`config.mk`:
```
export PLATFORM = sky130hd
export DESIGN_NAME = ecc_inj_ctrl
export DESIGN_NICKNAME = d
export VERILOG_FILES = /design/src/rtl/ecc_inj_pkg.sv /design/src/rtl/ecc_inj_regs.sv /design/src/rtl/ecc_inj_delay.sv /design/src/rtl/ecc_inj_fire.sv /design/src/rtl/ecc_inj_ctrl.sv
export SDC_FILE = /design/constraint.sdc
export NUM_CORES = 1
export LEC_CHECK = 0
export ABC_AREA = 1
export BUFFER_PORTS_ARGS = -buffer_cell sky130_fd_sc_hd__buf_2
export CELL_PAD_IN_SITES_DETAIL_PLACEMENT = 2
export CELL_PAD_IN_SITES_GLOBAL_PLACEMENT = 2
export CORE_MARGIN = 2
export CORE_UTILIZATION = 31
export CTS_CLUSTER_DIAMETER = 60
export DETAILED_ROUTE_END_ITERATION = 12
export GPL_TIMING_DRIVEN = 0
export PLACE_DENSITY_LB_ADDON = 0.25
export SLEW_MARGIN = 20
export SYNTH_ARGS = -nofsm -noshare
export SYNTH_HDL_FRONTEND = slang
export SYNTH_SLANG_ARGS = --single-unit
```
`constraint.sdc`:
```
create_clock -name clk_i -period 2.4 [get_ports clk_i]
set_input_delay 0.36 -clock clk_i [delete_from_list [all_inputs] [get_ports clk_i]]
set_output_delay 0.36 -clock clk_i [all_outputs]
set_load 0.1 [all_outputs]
```
`src/rtl/ecc_inj_pkg.sv`:
```
package ecc_inj_pkg;
  localparam int unsigned BANKS   = 4;
  localparam int unsigned BANK_IW = $clog2(BANKS);

  // control word, LSB first: en, pst, dly_en, tgt, bank[BANKS-1:0]
  typedef struct packed {
    logic [BANKS-1:0] bank;
    logic             tgt;
    logic             dly_en;
    logic             pst;
    logic             en;
  } ctl_t;

  localparam int unsigned CTL_W = $bits(ctl_t);
endpackage

```
`src/rtl/ecc_inj_regs.sv`:
```
module ecc_inj_regs
  import ecc_inj_pkg::*;
#(
  parameter int unsigned DATA_W = 64,
  parameter int unsigned ADDR_W = 7
) (
  input  logic              clk_i,
  input  logic              rst_ni,
  input  logic              req_i,
  input  logic              we_i,
  input  logic [ADDR_W-1:0] addr_i,
  input  logic [DATA_W-1:0] wdata_i,
  input  logic [DATA_W-1:0] cnt_i,
  input  logic              fire_i,
  output ctl_t              ctl_o,
  output logic [DATA_W-1:0] mask_o,
  output logic              wr_dly_o,
  output logic [DATA_W-1:0] rdata_o
);
  localparam int unsigned WIDX_W = ADDR_W - 3;
  localparam logic [WIDX_W-1:0] IDX_CTL = WIDX_W'(0);
  localparam logic [WIDX_W-1:0] IDX_DLY = WIDX_W'(1);
  localparam logic [WIDX_W-1:0] IDX_MSK = WIDX_W'(2);

  logic [WIDX_W-1:0] widx;
  logic aligned, wr_ctl, wr_msk;
  ctl_t ctl_q;
  logic [DATA_W-1:0] mask_q;

  assign widx     = addr_i[ADDR_W-1:3];
  assign aligned  = (addr_i[2:0] == 3'b000);
  assign wr_ctl   = req_i && we_i && aligned && (widx == IDX_CTL);
  assign wr_dly_o = req_i && we_i && aligned && (widx == IDX_DLY);
  assign wr_msk   = req_i && we_i && aligned && (widx == IDX_MSK);

  always_ff @(posedge clk_i or negedge rst_ni) begin
    if (!rst_ni) begin
      ctl_q  <= '0;
      mask_q <= '0;
    end else begin
      if (wr_ctl)                      ctl_q    <= ctl_t'(wdata_i[CTL_W-1:0]);
      else if (fire_i && !ctl_q.pst)   ctl_q.en <= 1'b0;  // one-shot self-clear
      if (wr_msk)                      mask_q   <= wdata_i;
    end
  end

  always_comb begin
    rdata_o = '0;
    if (aligned) begin
      case (widx)
        IDX_CTL: rdata_o[CTL_W-1:0] = ctl_q;
        IDX_DLY: rdata_o = cnt_i;
        IDX_MSK: rdata_o = mask_q;
        default: rdata_o = '0;
      endcase
    end
  end

  assign ctl_o  = ctl_q;
  assign mask_o = mask_q;

  assert_oneshot_clear_R6: assert property (@(posedge clk_i) disable iff (!rst_ni)
    (fire_i && !ctl_q.pst && !wr_ctl) |=> !ctl_q.en);
  assert_persist_keeps_en_R7: assert property (@(posedge clk_i) disable iff (!rst_ni)
    (fire_i && ctl_q.pst && !wr_ctl) |=> ctl_q.en);
endmodule

```
`src/rtl/ecc_inj_delay.sv`:
```
module ecc_inj_delay #(
  parameter int unsigned CNT_W = 64
) (
  input  logic             clk_i,
  input  logic             rst_ni,
  input  logic             ld_i,
  input  logic [CNT_W-1:0] ld_val_i,
  input  logic             run_i,
  input  logic             reload_i,
  output logic [CNT_W-1:0] cnt_o,
  output logic             zero_o
);
  logic [CNT_W-1:0] cnt_q, rel_q;

  always_ff @(posedge clk_i or negedge rst_ni) begin
    if (!rst_ni) begin
      cnt_q <= '0;
      rel_q <= '0;
    end else if (ld_i) begin
      cnt_q <= ld_val_i;
      rel_q <= ld_val_i;
    end else if (reload_i) begin
      cnt_q <= rel_q;
    end else if (run_i && (cnt_q != '0)) begin
      cnt_q <= cnt_q - CNT_W'(1);
    end
  end

  assign cnt_o  = cnt_q;
  assign zero_o = (cnt_q == '0);

  assert_count_step_R4: assert property (@(posedge clk_i) disable iff (!rst_ni)
    (run_i && !zero_o && !ld_i && !reload_i) |=> (cnt_o == $past(cnt_o) - CNT_W'(1)));
  assert_reload_value_R7: assert property (@(posedge clk_i) disable iff (!rst_ni)
    (reload_i && !ld_i) |=> (cnt_o == $past(rel_q)));
endmodule

```
`src/rtl/ecc_inj_fire.sv`:
```
module ecc_inj_fire
  import ecc_inj_pkg::*;
#(
  parameter int unsigned DATA_W = 64,
  parameter int unsigned TAG_W  = 40
) (
  input  logic               en_i,
  input  logic               dly_en_i,
  input  logic               tgt_i,
  input  logic [BANKS-1:0]   bank_i,
  input  logic               zero_i,
  input  logic               acc_valid_i,
  input  logic               acc_tgt_i,
  input  logic [BANK_IW-1:0] acc_bank_i,
  input  logic [DATA_W-1:0]  mask_i,
  output logic               fire_o,
  output logic [DATA_W-1:0]  flip_o
);
  logic armed;
  logic [DATA_W-1:0] tag_keep;

  always_comb begin
    for (int i = 0; i < DATA_W; i++) tag_keep[i] = (i < TAG_W);
  end

  assign armed  = en_i && (!dly_en_i || zero_i);
  assign fire_o = armed && acc_valid_i && (acc_tgt_i == tgt_i) && bank_i[acc_bank_i];
  assign flip_o = !fire_o ? '0 : (tgt_i ? mask_i : (mask_i & tag_keep));
endmodule

```
`src/rtl/ecc_inj_ctrl.sv`:
```
module ecc_inj_ctrl
  import ecc_inj_pkg::*;
#(
  parameter int unsigned DATA_W = 64,
  parameter int unsigned TAG_W  = 40,
  parameter int unsigned ADDR_W = 7
) (
  input  logic               clk_i,
  input  logic               rst_ni,
  input  logic               reg_req_i,
  input  logic               reg_we_i,
  input  logic [ADDR_W-1:0]  reg_addr_i,
  input  logic [DATA_W-1:0]  reg_wdata_i,
  output logic [DATA_W-1:0]  reg_rdata_o,
  input  logic               acc_valid_i,
  input  logic               acc_tgt_i,
  input  logic [BANK_IW-1:0] acc_bank_i,
  output logic               inj_o,
  output logic               inj_tgt_o,
  output logic [DATA_W-1:0]  flip_mask_o
);
  ctl_t ctl;
  logic [DATA_W-1:0] mask, cnt;
  logic wr_dly, zero, fire;

  ecc_inj_regs #(.DATA_W(DATA_W), .ADDR_W(ADDR_W)) u_regs (
    .clk_i, .rst_ni,
    .req_i(reg_req_i), .we_i(reg_we_i), .addr_i(reg_addr_i), .wdata_i(reg_wdata_i),
    .cnt_i(cnt), .fire_i(fire), .ctl_o(ctl), .mask_o(mask),
    .wr_dly_o(wr_dly), .rdata_o(reg_rdata_o)
  );

  ecc_inj_delay #(.CNT_W(DATA_W)) u_delay (
    .clk_i, .rst_ni,
    .ld_i(wr_dly), .ld_val_i(reg_wdata_i),
    .run_i(ctl.en && ctl.dly_en), .reload_i(fire && ctl.pst),
    .cnt_o(cnt), .zero_o(zero)
  );

  ecc_inj_fire #(.DATA_W(DATA_W), .TAG_W(TAG_W)) u_fire (
    .en_i(ctl.en), .dly_en_i(ctl.dly_en), .tgt_i(ctl.tgt), .bank_i(ctl.bank),
    .zero_i(zero), .acc_valid_i, .acc_tgt_i, .acc_bank_i,
    .mask_i(mask), .fire_o(fire), .flip_o(flip_mask_o)
  );

  assign inj_o     = fire;
  assign inj_tgt_o = ctl.tgt;

  assert_fire_needs_access_R10: assert property (@(posedge clk_i) disable iff (!rst_ni)
    inj_o |-> acc_valid_i);
  assert_target_match_R9: assert property (@(posedge clk_i) disable iff (!rst_ni)
    inj_o |-> (inj_tgt_o == acc_tgt_i));
  assert_idle_mask_zero_R8: assert property (@(posedge clk_i) disable iff (!rst_ni)
    !acc_valid_i |-> (flip_mask_o == '0));

  generate
    if (TAG_W < DATA_W) begin : g_tag_chk
      assert_tag_width_R8: assert property (@(posedge clk_i) disable iff (!rst_ni)
        (inj_o && !inj_tgt_o) |-> (flip_mask_o[DATA_W-1:TAG_W] == '0));
    end
  endgenerate
endmodule

```
# Word-level counts from Yosys, hierarchy flattened
# Index checks and enable logic that the tools add are counted.
word_totals:
  out_inout_bits: 130
  in_bits: 79
  wordCells: 47
  regBits: 200
op_classes:
  reduce_logical: 22
  n_mux: 12
  n_addsub: 1
  magnitude_cmp: 1
  eq_ne: 3
op_table:
  columns: ["operator", "n"]
  rows:
  - ["64-bit two-way mux", 6]
  - ["56-bit one-hot mux with 2 select lines", 1]
  - ["64-bit zero test", 1]
  - ["64-bit nonzero test", 1]
  - ["64-bit by 1-bit subtractor with 64-bit output (second input constant)", 1]
  - ["8-bit one-hot mux with 3 select lines", 1]
  - ["1-bit logical AND", 13]
  - ["4-bit by 1-bit == test with 1-bit output (second input constant)", 1]
  - ["4-bit by 2-bit == test with 1-bit output (second input constant)", 1]
  - ["4-bit zero test", 1]
  - ["3-bit zero test", 1]
  - ["2-bit by 3-bit < comparator with 1-bit output (second input constant)", 1]
  - ["1-bit two-way mux", 3]
  - ["3-bit nonzero test", 1]
  - ["1-bit binary-select mux with 2-bit select", 1]
  - ["1-bit zero test", 2]
  - ["2-bit nonzero test", 1]
  - ["1-bit == test", 1]
  - ["1-bit logical OR", 1]

# Logic depth before layout (Yosys ltp)
# Gate-level depths: netlist of the first run.
depth:
  ltp_word: 9
  depth_mapped: 16
  depth_no_buf: 15

# Hierarchy
# Synthesis of the first run repeated with hierarchy kept, for this count alone.
hier_totals:
  cells_unflattened: 2026
  hier_area_um2: 13075.0
modules_own_cells:
  columns: ["mod", "area_each_um2", "cells_each", "instances"]
  rows:
  - ["ecc_inj_delay", 8031.5, 1285, 1]
  - ["ecc_inj_regs", 4013.8, 574, 1]
  - ["ecc_inj_fire", 1014.7, 163, 1]
  - ["ecc_inj_ctrl", 15.0, 4, 1]

# Worst setup path before layout of the first run
# Ideal clock, no wire load.
synth_path:
  path_type: "register to output"
  start: "register u_regs.ctl_q, in the netlist u_regs.ctl_o[3]"
  end: "output flip_mask_o[42]"
  t_arrival_ns: 4.000
  required_ns: 2.040
  slack_ns: -1.960
  stages_incl_launch_ff: 8
  path_cell_list: "dfrtp_1 > nor2_1 > nor3_2 > nand2_2 > inv_1 > nand2_1 > buf_2 > nor2_1"
synth_via:
  elab_chain_cells: 4
  elab_cells_between_ends: 5
  cone_classes: "eq/ne (1); mux (2); reduce/logical (2)"
synth_rtl:
  columns: ["element", "line", "rtl"]
  rows:
  - ["start, declared", "ecc_inj_regs.sv:27", "ctl_t ctl_q;"]
  - ["start signal, assigned", "ecc_inj_regs.sv:41", "if (wr_ctl) ctl_q <= ctl_t'(wdata_i[CTL_W-1:0]);"]
  - ["1-bit == test", "ecc_inj_fire.sv:27", "assign fire_o = armed && acc_valid_i && (acc_tgt_i == tgt_i) && bank_i[acc_bank_i];"]
  - ["1-bit logical AND (2 in series)", "ecc_inj_fire.sv:27", null]
  - ["net inj_o", "ecc_inj_ctrl.sv:18", "output logic inj_o,"]
  - ["64-bit two-way mux", "ecc_inj_fire.sv:28", "assign flip_o = !fire_o ? '0 : (tgt_i ? mask_i : (mask_i & tag_keep));"]
  - ["end, declared", "ecc_inj_ctrl.sv:20", "output logic [DATA_W-1:0] flip_mask_o"]
# The timed path passes the listed nets, and every way through them passes these cells.

# Worst setup path in the final report of the first run
layout_path:
  start: "register u_delay.cnt_q[58], in the netlist u_delay.cnt_o[58]"
  end: "register u_delay.cnt_q[27], in the netlist u_delay.cnt_o[27]"
layout_via:
  elab_chain_cells: 9
  elab_cells_between_ends: 12
  cone_classes: "mux (2); reduce/logical (10)"
layout_rtl:
  columns: ["element", "line", "rtl"]
  rows:
  - ["start, declared", "ecc_inj_delay.sv:13", "logic [CNT_W-1:0] cnt_q, rel_q;"]
  - ["start signal, assigned", "ecc_inj_delay.sv:20", "cnt_q <= ld_val_i;"]
  - ["start signal, assigned", "ecc_inj_delay.sv:23", "cnt_q <= rel_q;"]
  - ["start signal, assigned", "ecc_inj_delay.sv:25", "cnt_q <= cnt_q - CNT_W'(1);"]
  - ["64-bit zero test", "ecc_inj_delay.sv:30", "assign zero_o = (cnt_q == '0);"]
  - ["1-bit logical OR", "ecc_inj_fire.sv:26", "assign armed = en_i && (!dly_en_i || zero_i);"]
  - ["1-bit logical AND", "ecc_inj_fire.sv:26", null]
  - ["1-bit logical AND (3 in series)", "ecc_inj_fire.sv:27", null]
  - ["1-bit logical AND", "ecc_inj_ctrl.sv:36", ".run_i(ctl.en && ctl.dly_en), .reload_i(fire && ctl.pst),"]
  - ["64-bit two-way mux", "ecc_inj_delay.sv:22", "end else if (reload_i) begin"]
  - ["64-bit two-way mux", "ecc_inj_delay.sv:19", "end else if (ld_i) begin"]
# Several ways; a longest one is shown, not always the timed one.
# A chain may end at the register's enable or synchronous reset.

==> results.py, run 1 <==
metrics = {
    "worst_setup_path": {
        "critical_path_peak_fanout": 10,
        "crit_top_cell": "buf_6",
        "slowest_stage": "dfrtp_2",
        "crit_start": "u_delay.cnt_o[58]",
        "start_kind": "flop",
        "r2r_start": "u_delay.cnt_o[58]",
        "rrSetupSlack_ns": -0.94,
        "path_cells": "nor2_4 > nand2_1 > nor2_1 > nand2_1 > nor2_4 > nand2_4 > nand2_4 > buf_4 > buf_6 > buf_6 > buf_6 > buf_6 > buf_6 > buf_6 > nand3_4 > buf_12 > nand3_4 > clkinvlp_4 > buf_8 > nand2_1 > nand2_1 > inv_1",
        "r2r_cells": 22,
        "crit_required_ns": 2.83,
        "end_kind": "flop",
        "critPathKind": "reg2reg",
        "slowest_delay_ns": 0.46,
        "cp_data_arrival_time_ns": 3.77,
        "r2r-end": "u_delay.cnt_o[27]",
        "crit_path_end": "u_delay.cnt_o[27]",
    },
    "timing": {
        "fmax_ghz": 0.299,
        "tightest_slew_ns": 1.11,
        "timing.final.crit_share_pct": 139,
        "rsz0062_at_grt": "true",
        "min_period_ns": 3.34,
        "setup_ws_ns": -0.940,
        "setup_violations": 134,
        "skew_ns": 0.0197,
        "max-slew-margin-rel_pct": 26.1,
        "finalMaxSlewViolations": 0,
        "finalHoldViolations": 0,
    },
    "power_and_ir_drop": {
        "p_int_mw": 5.99,
        "p_seq_share_pct": 42.5,
        "clock_power_share_pct": 34.9,
        "vdd_drop_max_uv": 589,
        "powerDensity_nw_per_um2": 475,
        "combPwrFrac_pct": 22.6,
        "p_switching_mw": 3.40,
        "switching_share_pct": 36.2,
        "p_leak_nw": 9.02,
    },
    "global_routing": {
        "grt_pass1_vias": 16213,
        "antenna_found_initial": 1,
        "gr-total-overflow": 0,
        "grt_usage_pct": 33.6,
        "grt_max_degree": 89,
        "grt_pass1_wl_mm": 104,
    },
    "floorplan": {
        "die-area_um2": 41400,
        "start_util_pct": 31.3,
        "die_w_um": 203,
        "io_pins": 209,
        "fp.coreArea_um2": 39500,
        "num_rows": 73,
        "fp.dieH_um": 203,
    },
    "clock_network": {
        "cts_max_level": 4,
        "cts_buffer_depth": 2,
        "tritoncts": "yes",
        "clock_sinks": 200,
        "clk_pin_slew_ns": 0.09,
        "worstSkewPairLatency_ns": 0.49,
        "numCtsBuffers": 17,
        "cts_root_buffer": "clkbuf_16",
    },
    "logic_synthesis": {
        "synth_mux_area_share_pct": 0,
        "yosys_warnings": 0,
        "synthesis.nets": 1942,
        "synth-adder-area-share_pct": 0.203,
        "synth_top_family_by_area": "simple AND/OR/NAND/NOR gates",
        "syn_area_per_cell_um2": 6.63,
        "synth_xor_area_share_pct": 2.56,
        "synth.area.top_cells": "dfrtp_1 (41%), nand2_1 (20%), nor2_1 (10%)",
        "synth-simple-area-share_pct": 35.5,
        "synth_top_cell_by_area": "dfrtp_1",
        "synth-compound-area-share_pct": 11.3,
        "syn-cell-area_um2": 12300,
        "synth_cell_types": 39,
        "netlist_instances": 1861,
        "ys_seq_elements": 200,
        "ys_seq_area_share_pct": 40.6,
        "yosys.area.top_type_share_pct": 40.6,
    },
    "cells_and_area": {
        "final_cell_mix": "nand2_1 (614), nor2_1 (214), inv_1 (199), dfrtp_1 (146), buf_4 (114)",
        "nets": 2322,
        "antenna_cells": 0,
        "drive_above_1_share_pct": 34.9,
        "syn_to_final_growth_pct": 60.4,
        "layoutNonFillerInstCount": 2778,
        "fill_cells": 4332,
        "layout_commonest_cell": "nand2_1",
        "post-route-util_pct": 50.1,
    },
    "routing": {
        "drt_wl_total_mm": 84.7,
        "ant_nets": 0,
        "drtPass1Iterations": 5,
        "drc_errors": 0,
        "via_per_inst": 5.64,
        "wl_per_cell_um": 30.5,
        "vias": 15680,
        "drt_iter0_markers": 1215,
    },
    "job": {
        "cap_viol_max_count": 0,
    },
    "outcome": {
        "violations": "setup timing",
        "outcome": "finished with violations",
    },
    "placed_design": {
        "dp_cells": 2597,
        "place_hpwl_mm": 44.3,
        "gp_congestion": 0.878,
        "io_buffers": 208,
    },
    "worst_hold_path": {
        "hp-class": "in2reg",
    },
}
==> critical path, delay by kind of cell (launching register included) <==
family / cells / cell delay [ns]
buffers and inverters: 11 / 1.45
AND/OR/NAND/NOR: 11 / 1.35
flip-flops: 1 / 0.46
==> cell type report <==
cell class | instances | area, µm² | share of cell area, %
plain buffers | 80 | 787 | 3.98
clock buffers | 17 | 425 | 2.15
clock inverters | 14 | 174 | 0.879
inverters | 211 | 812 | 4.11
multi-input cells | 1369 | 7840 | 39.7
flip-flops and latches | 200 | 5070 | 25.7
well taps | 525 | 657 | 3.32
repair buffers | 362 | 4000 | 20.2
==> flip-flops by register name, summed over array words and instances, names as in the netlist <==
register	count
u_regs.ctl_o	8
u_delay.cnt_o	64
u_delay.rel_q	64
u_regs.mask_o	64
==> power groups by stage <==
stage / Combinational (mW) / Clock, mW / Sequential (mW)
global route: 2.21 / 3.36 / 4.01
finish: 2.12 / 3.27 / 4.00
global placement: 1.17 / 0 / 4.04
detailed placement: 1.24 / 0 / 4.05
floorplan: 0.829 / 0 / 3.91
CTS: 1.74 / 3.16 / 3.92
==> per-stage QoR <==
stage          worst slack [ns]  power [mW]  hold slack, ns  area [µm²]  TNS (ns)
2_1_floorplan            -0.485        4.74          0.0644       13500    -16.40
3_3_place_gp              -3.51        5.20           0.450       15200   -699.54
3_5_place_dp             -0.895        5.30           0.305       15300   -136.10
4_1_cts                  -0.583        8.82           0.144       18600    -31.29
5_1_grt                  -0.946        9.57           0.172       19800   -100.58
6_report                 -0.940        9.39           0.143       19800    -97.80
==> cells by family after synthesis <==
kind of cell	count (synthesis)
adder cells (fa/ha/maj)	2
flip-flops	200
AO/OA/AOI/OAI	249
XOR/XNOR	36
AND/OR/NAND/NOR	1082
buffers and inverters	292
==> how the worst min path moves through the flow <==
| stage | from | to | slack, ns | cells past startpoint |
|---|---|---|---|---|
| 2_1_floorplan | rst_ni | u_delay.cnt_o[0] | 0.06 | 0 |
| 6_report | reg_wdata_i[1] | u_regs.ctl_o[1] | 0.14 | 3 |
| 3_5_place_dp | rst_ni | u_regs.mask_o[22] | 0.30 | 1 |
| 5_1_grt | reg_wdata_i[49] | u_regs.mask_o[49] | 0.17 | 3 |
| 3_3_place_gp | u_delay.rel_q[1] | u_delay.rel_q[1] | 0.45 | 2 |
| 4_1_cts | reg_wdata_i[44] | u_delay.rel_q[44] | 0.14 | 3 |
==> Yosys cell counts <==
library cell and number:
a21oi_1 109, a21oi_2 1, a31oi_1 1, buf_1 7, buf_2 17, buf_4 6
buf_6 10, clkbuf_1 41, dfrtp_1 200, ha_1 2, inv_1 205, inv_2 6
nand2_1 647, nand2_2 4, nand2_4 2, nand3_1 51, nand3_2 6, nand3_4 2
nand3b_1 6, nand4_1 12, nor2_1 327, nor2_2 6, nor2_4 5, nor2_8 1
nor3_1 4, nor3_2 2, nor3_4 1, o211ai_1 2, o21ai_0 87, o21ai_1 21
o21ai_2 2, o21bai_1 1, o221ai_1 7, o22ai_1 6, o22ai_2 12, or2_0 5
or2_1 1, xnor2_1 12, xor2_1 24
==> routing by layer <==
metal,vias up,wire [µm],GRT usage [%]
met1,8057,32000,41.0
met2,790,41900,59.0
met3,336,4760,5.72
met5,-,0,0
li1,6497,-,-
met4,0,6110,13.2
==> what timing repair did <==
| action | CTS | global route |
|---|---|---|
| hold buffers | 1 | 0 |
| resized for setup | 517 | 210 |
| gates cloned | 6 | 9 |
| endpoints found under the hold margin | 45 | 0 |
| setup buffers | 102 | 50 |
| endpoints found under the setup margin | 218 | 194 |
| pin swaps | 34 | 49 |
(Power assumes the default switching activity.)
==> inputs of run 2 (changes only) <==
--- a/config.mk
+++ b/config.mk
@@ -10,11 +10,12 @@
 export CELL_PAD_IN_SITES_DETAIL_PLACEMENT = 2
 export CELL_PAD_IN_SITES_GLOBAL_PLACEMENT = 2
 export CORE_MARGIN = 2
-export CORE_UTILIZATION = 31
+export CORE_UTILIZATION = 33
 export CTS_CLUSTER_DIAMETER = 60
 export DETAILED_ROUTE_END_ITERATION = 12
 export GPL_TIMING_DRIVEN = 0
 export PLACE_DENSITY_LB_ADDON = 0.25
+export RECOVER_POWER = 50
 export SLEW_MARGIN = 20
 export SYNTH_ARGS = -nofsm -noshare
 export SYNTH_HDL_FRONTEND = slang
==> constraint.sdc (replaced) <==
create_clock -name clk_i -period 4.16 [get_ports clk_i]
set_input_delay 0.624 -clock clk_i [delete_from_list [all_inputs] [get_ports clk_i]]
set_output_delay 0.624 -clock clk_i [all_outputs]
set_load 0.1 [all_outputs]
==> run 2 against run 1 <==
Net effect: the flow finishes with violations (capacitance limit, slew limit); cell area fell by 26%; final cell count shrank 7.4%; highest routed layer unchanged; clock power fell by 46%; largest power group unchanged; clock skew fell by 0.0071 ns; core utilization is 10 points lower; critical endpoint is now flip_mask_o[42]; largest cell class unchanged; first-iteration DRC count down 46%; non-clock buffer count decreased by 151; combinational power shrank 68%; count of clock-buffer cells in the layout increased by 4; sequential power fell by 43%.
==> results.py, run 2 (synthesis results as in run 1) <==
metrics = {
    "cells_and_area": {
        "final-seq-area_um2": 5000,
        "layout_commonest_cell": "nand2_1",
        "final_cell_mix": "nand2_1 (647), nor2_1 (328), inv_1 (206), buf_2 (201), dfrtp_1 (200)",
        "fill_cells": 4570,
        "multi_input_area_um2": 6100,
        "syn_to_final_growth_pct": 18.8,
        "layoutNonFillerInstCount": 2572,
        "drive_above_1_share_pct": 15.0,
        "nets": 2171,
    },
    "timing": {
        "finalMaxSlewViolations": 64,
        "setup_violations": 0,
        "timing.final.crit_share_pct": 95.0,
        "tightest_slew_ns": 3.46,
        "min_period_ns": 3.95,
        "finalSetupTns_ns": 0,
        "timing.hold.ws_ns": 0.417,
        "rsz0062_at_grt": "false",
        "max-slew-margin-rel_pct": -131,
        "finalHoldViolations": 0,
        "skew_ns": 0.0126,
        "fmax_ghz": 0.253,
    },
    "placed_design": {
        "place_hpwl_mm": 43.1,
        "dp_cells": 2539,
        "io_buffers": 208,
        "gp_congestion": 0.904,
    },
    "routing": {
        "via_per_inst": 5.12,
        "drt_iter0_markers": 660,
        "ant_nets": 0,
        "wl_per_cell_um": 21.8,
        "drt_wl_total_mm": 56.1,
        "drc_errors": 0,
        "drtPass1Iterations": 7,
        "vias": 13160,
    },
    "floorplan": {
        "io_pins": 209,
        "fp.coreArea_um2": 36700,
        "num_rows": 70,
        "fp.dieH_um": 197,
        "die-area_um2": 38900,
        "start_util_pct": 33.6,
        "die_w_um": 197,
    },
    "clock_network": {
        "cts.hold.buffers_added": 0,
        "clk_pin_slew_ns": 0.08,
        "post_cts_buffers": 0,
        "cts_root_buffer": "clkbuf_16",
        "cts_max_level": 4,
        "worstSkewPairLatency_ns": 0.46,
        "cts_buffer_depth": 2,
        "numCtsBuffers": 17,
        "clock_sinks": 200,
        "tritoncts": "yes",
    },
    "global_routing": {
        "grt_pass1_vias": 14501,
        "grt_pass1_wl_mm": 86.9,
        "grt_max_degree": 88,
        "top_usage_layer": "met2",
        "antenna_found_initial": 2,
        "grt_use_met2_pct": 51.3,
        "met3_usage_pct": 3.33,
        "gr-total-overflow": 0,
        "grt_usage_pct": 29.7,
        "use_met1_pct": 39.5,
    },
    "worst_setup_path": {
        "slowest_delay_ns": 0.53,
        "end_kind": "primary output",
        "slowest_stage": "dfrtp_1",
        "crit_required_ns": 3.54,
        "crit_top_cell": "nand2_1",
        "path_cells": "nor2_2 > nand2_2 > nor2_4 > nand2_1 > nor2_1 > nand2_1 > nand2_4 > nand2_4 > inv_2 > nand2_1 > buf_2 > nor2_1 > buf_4",
        "start_kind": "flop",
        "critPathKind": "reg2out",
        "critical_path_peak_fanout": 10,
        "cp_data_arrival_time_ns": 3.33,
    },
    "power_and_ir_drop": {
        "clock_power_share_pct": 37.3,
        "switching_share_pct": 31.6,
        "p_int_mw": 3.25,
        "vdd_drop_max_uv": 291,
        "p_seq_share_pct": 48.5,
        "p_switching_mw": 1.50,
        "combPwrFrac_pct": 14.2,
        "powerDensity_nw_per_um2": 324,
        "p_leak_nw": 7.57,
    },
    "outcome": {
        "violations": "capacitance limit, slew limit",
        "outcome": "finished with violations",
    },
    "job": {
        "cap_viol_max_count": 1,
    },
    "worst_hold_path": {
        "hp-class": "in2reg",
    },
}
==> run 2: cell types whose count changed in the layout (fill, tap and decap cells not counted), sizes merged <==
cell,before,now
clkinvlp,6,1
clkinv,3,5
clkbuf,77,67
diode,0,2
clkdlybuf4s25,0,1
buf,381,244
bufinv,3,2
dlygate4sd3,1,0
==> run 2: final timing paths <==
| check | start | end | slack [ns] | cells past startpoint |
|---|---|---|---|---|
| max in group asynchronous | rst_ni | u_delay.cnt_o[2] | 0.64 | 1 |
| min | reg_wdata_i[5] | u_delay.rel_q[5] | 0.42 | 3 |
| max | u_delay.cnt_o[39] | flip_mask_o[42] | 0.21 | 13 |
| min in group asynchronous | rst_ni | u_regs.mask_o[22] | 1.52 | 1 |
| min reg2reg | u_delay.rel_q[9] | u_delay.rel_q[9] | 0.48 | 2 |
| max reg2reg | u_delay.cnt_o[0] | u_delay.cnt_o[57] | 1.17 | 12 |
==> run 2: routing by layer <==
layer,share of wire (%),up-vias,routed length [µm]
met5,0,-,0
met4,2.4,0,1360
met3,3.0,55,1710
met2,49,241,27300
met1,46,6665,25800
li1,-,6199,-
==> run 2: final cells by class <==
type | instances | share of cell area [%]
Multi-Input combinational cell | 1369 | 41.6
Tap cell | 468 | 4.00
Antenna cell | 2 | 0.0342
Timing Repair Buffer | 210 | 7.96
Sequential cell | 200 | 34.2
Inverter | 211 | 5.41
Buffer | 81 | 2.79
Clock inverter | 10 | 0.803
Clock buffer | 21 | 3.21
==> run 2: power groups by stage <==
stage	clock [mW]	sequential, mW	combinational, mW
after floorplan	0	2.25	0.435
after global placement	0	2.33	0.625
after detailed placement	0	2.33	0.668
after CTS	1.78	2.30	0.683
after global routing	1.85	2.33	0.770
final	1.77	2.30	0.676
==> run 2: timing repair <==
item	in CTS	in global routing
gates resized for setup	20	6
setup endpoints to repair	20	22
hold endpoints to repair	0	0
==> run 2: per-stage QoR <==
step / worst slack (ns) / total power, mW / utilization [%] / cell area (µm²)
floorplan: -0.464 / 2.69 / - / 12300
global placement: -1.24 / 2.95 / 38.0 / 14000
detailed placement: 0.276 / 3.00 / 38.2 / 14000
CTS: 0.0160 / 4.77 / 40.0 / 14700
global route: 0.0679 / 4.95 / 39.9 / 14600
finish: 0.209 / 4.75 / 39.9 / 14600
==> run 2: worst max-delay path: cells and delay by family, from the launching register on <==
family                 cells  cell delay, ns
buffers and inverters      3            0.78
flip-flops                 1            0.53
AND/OR/NAND/NOR           10            1.56
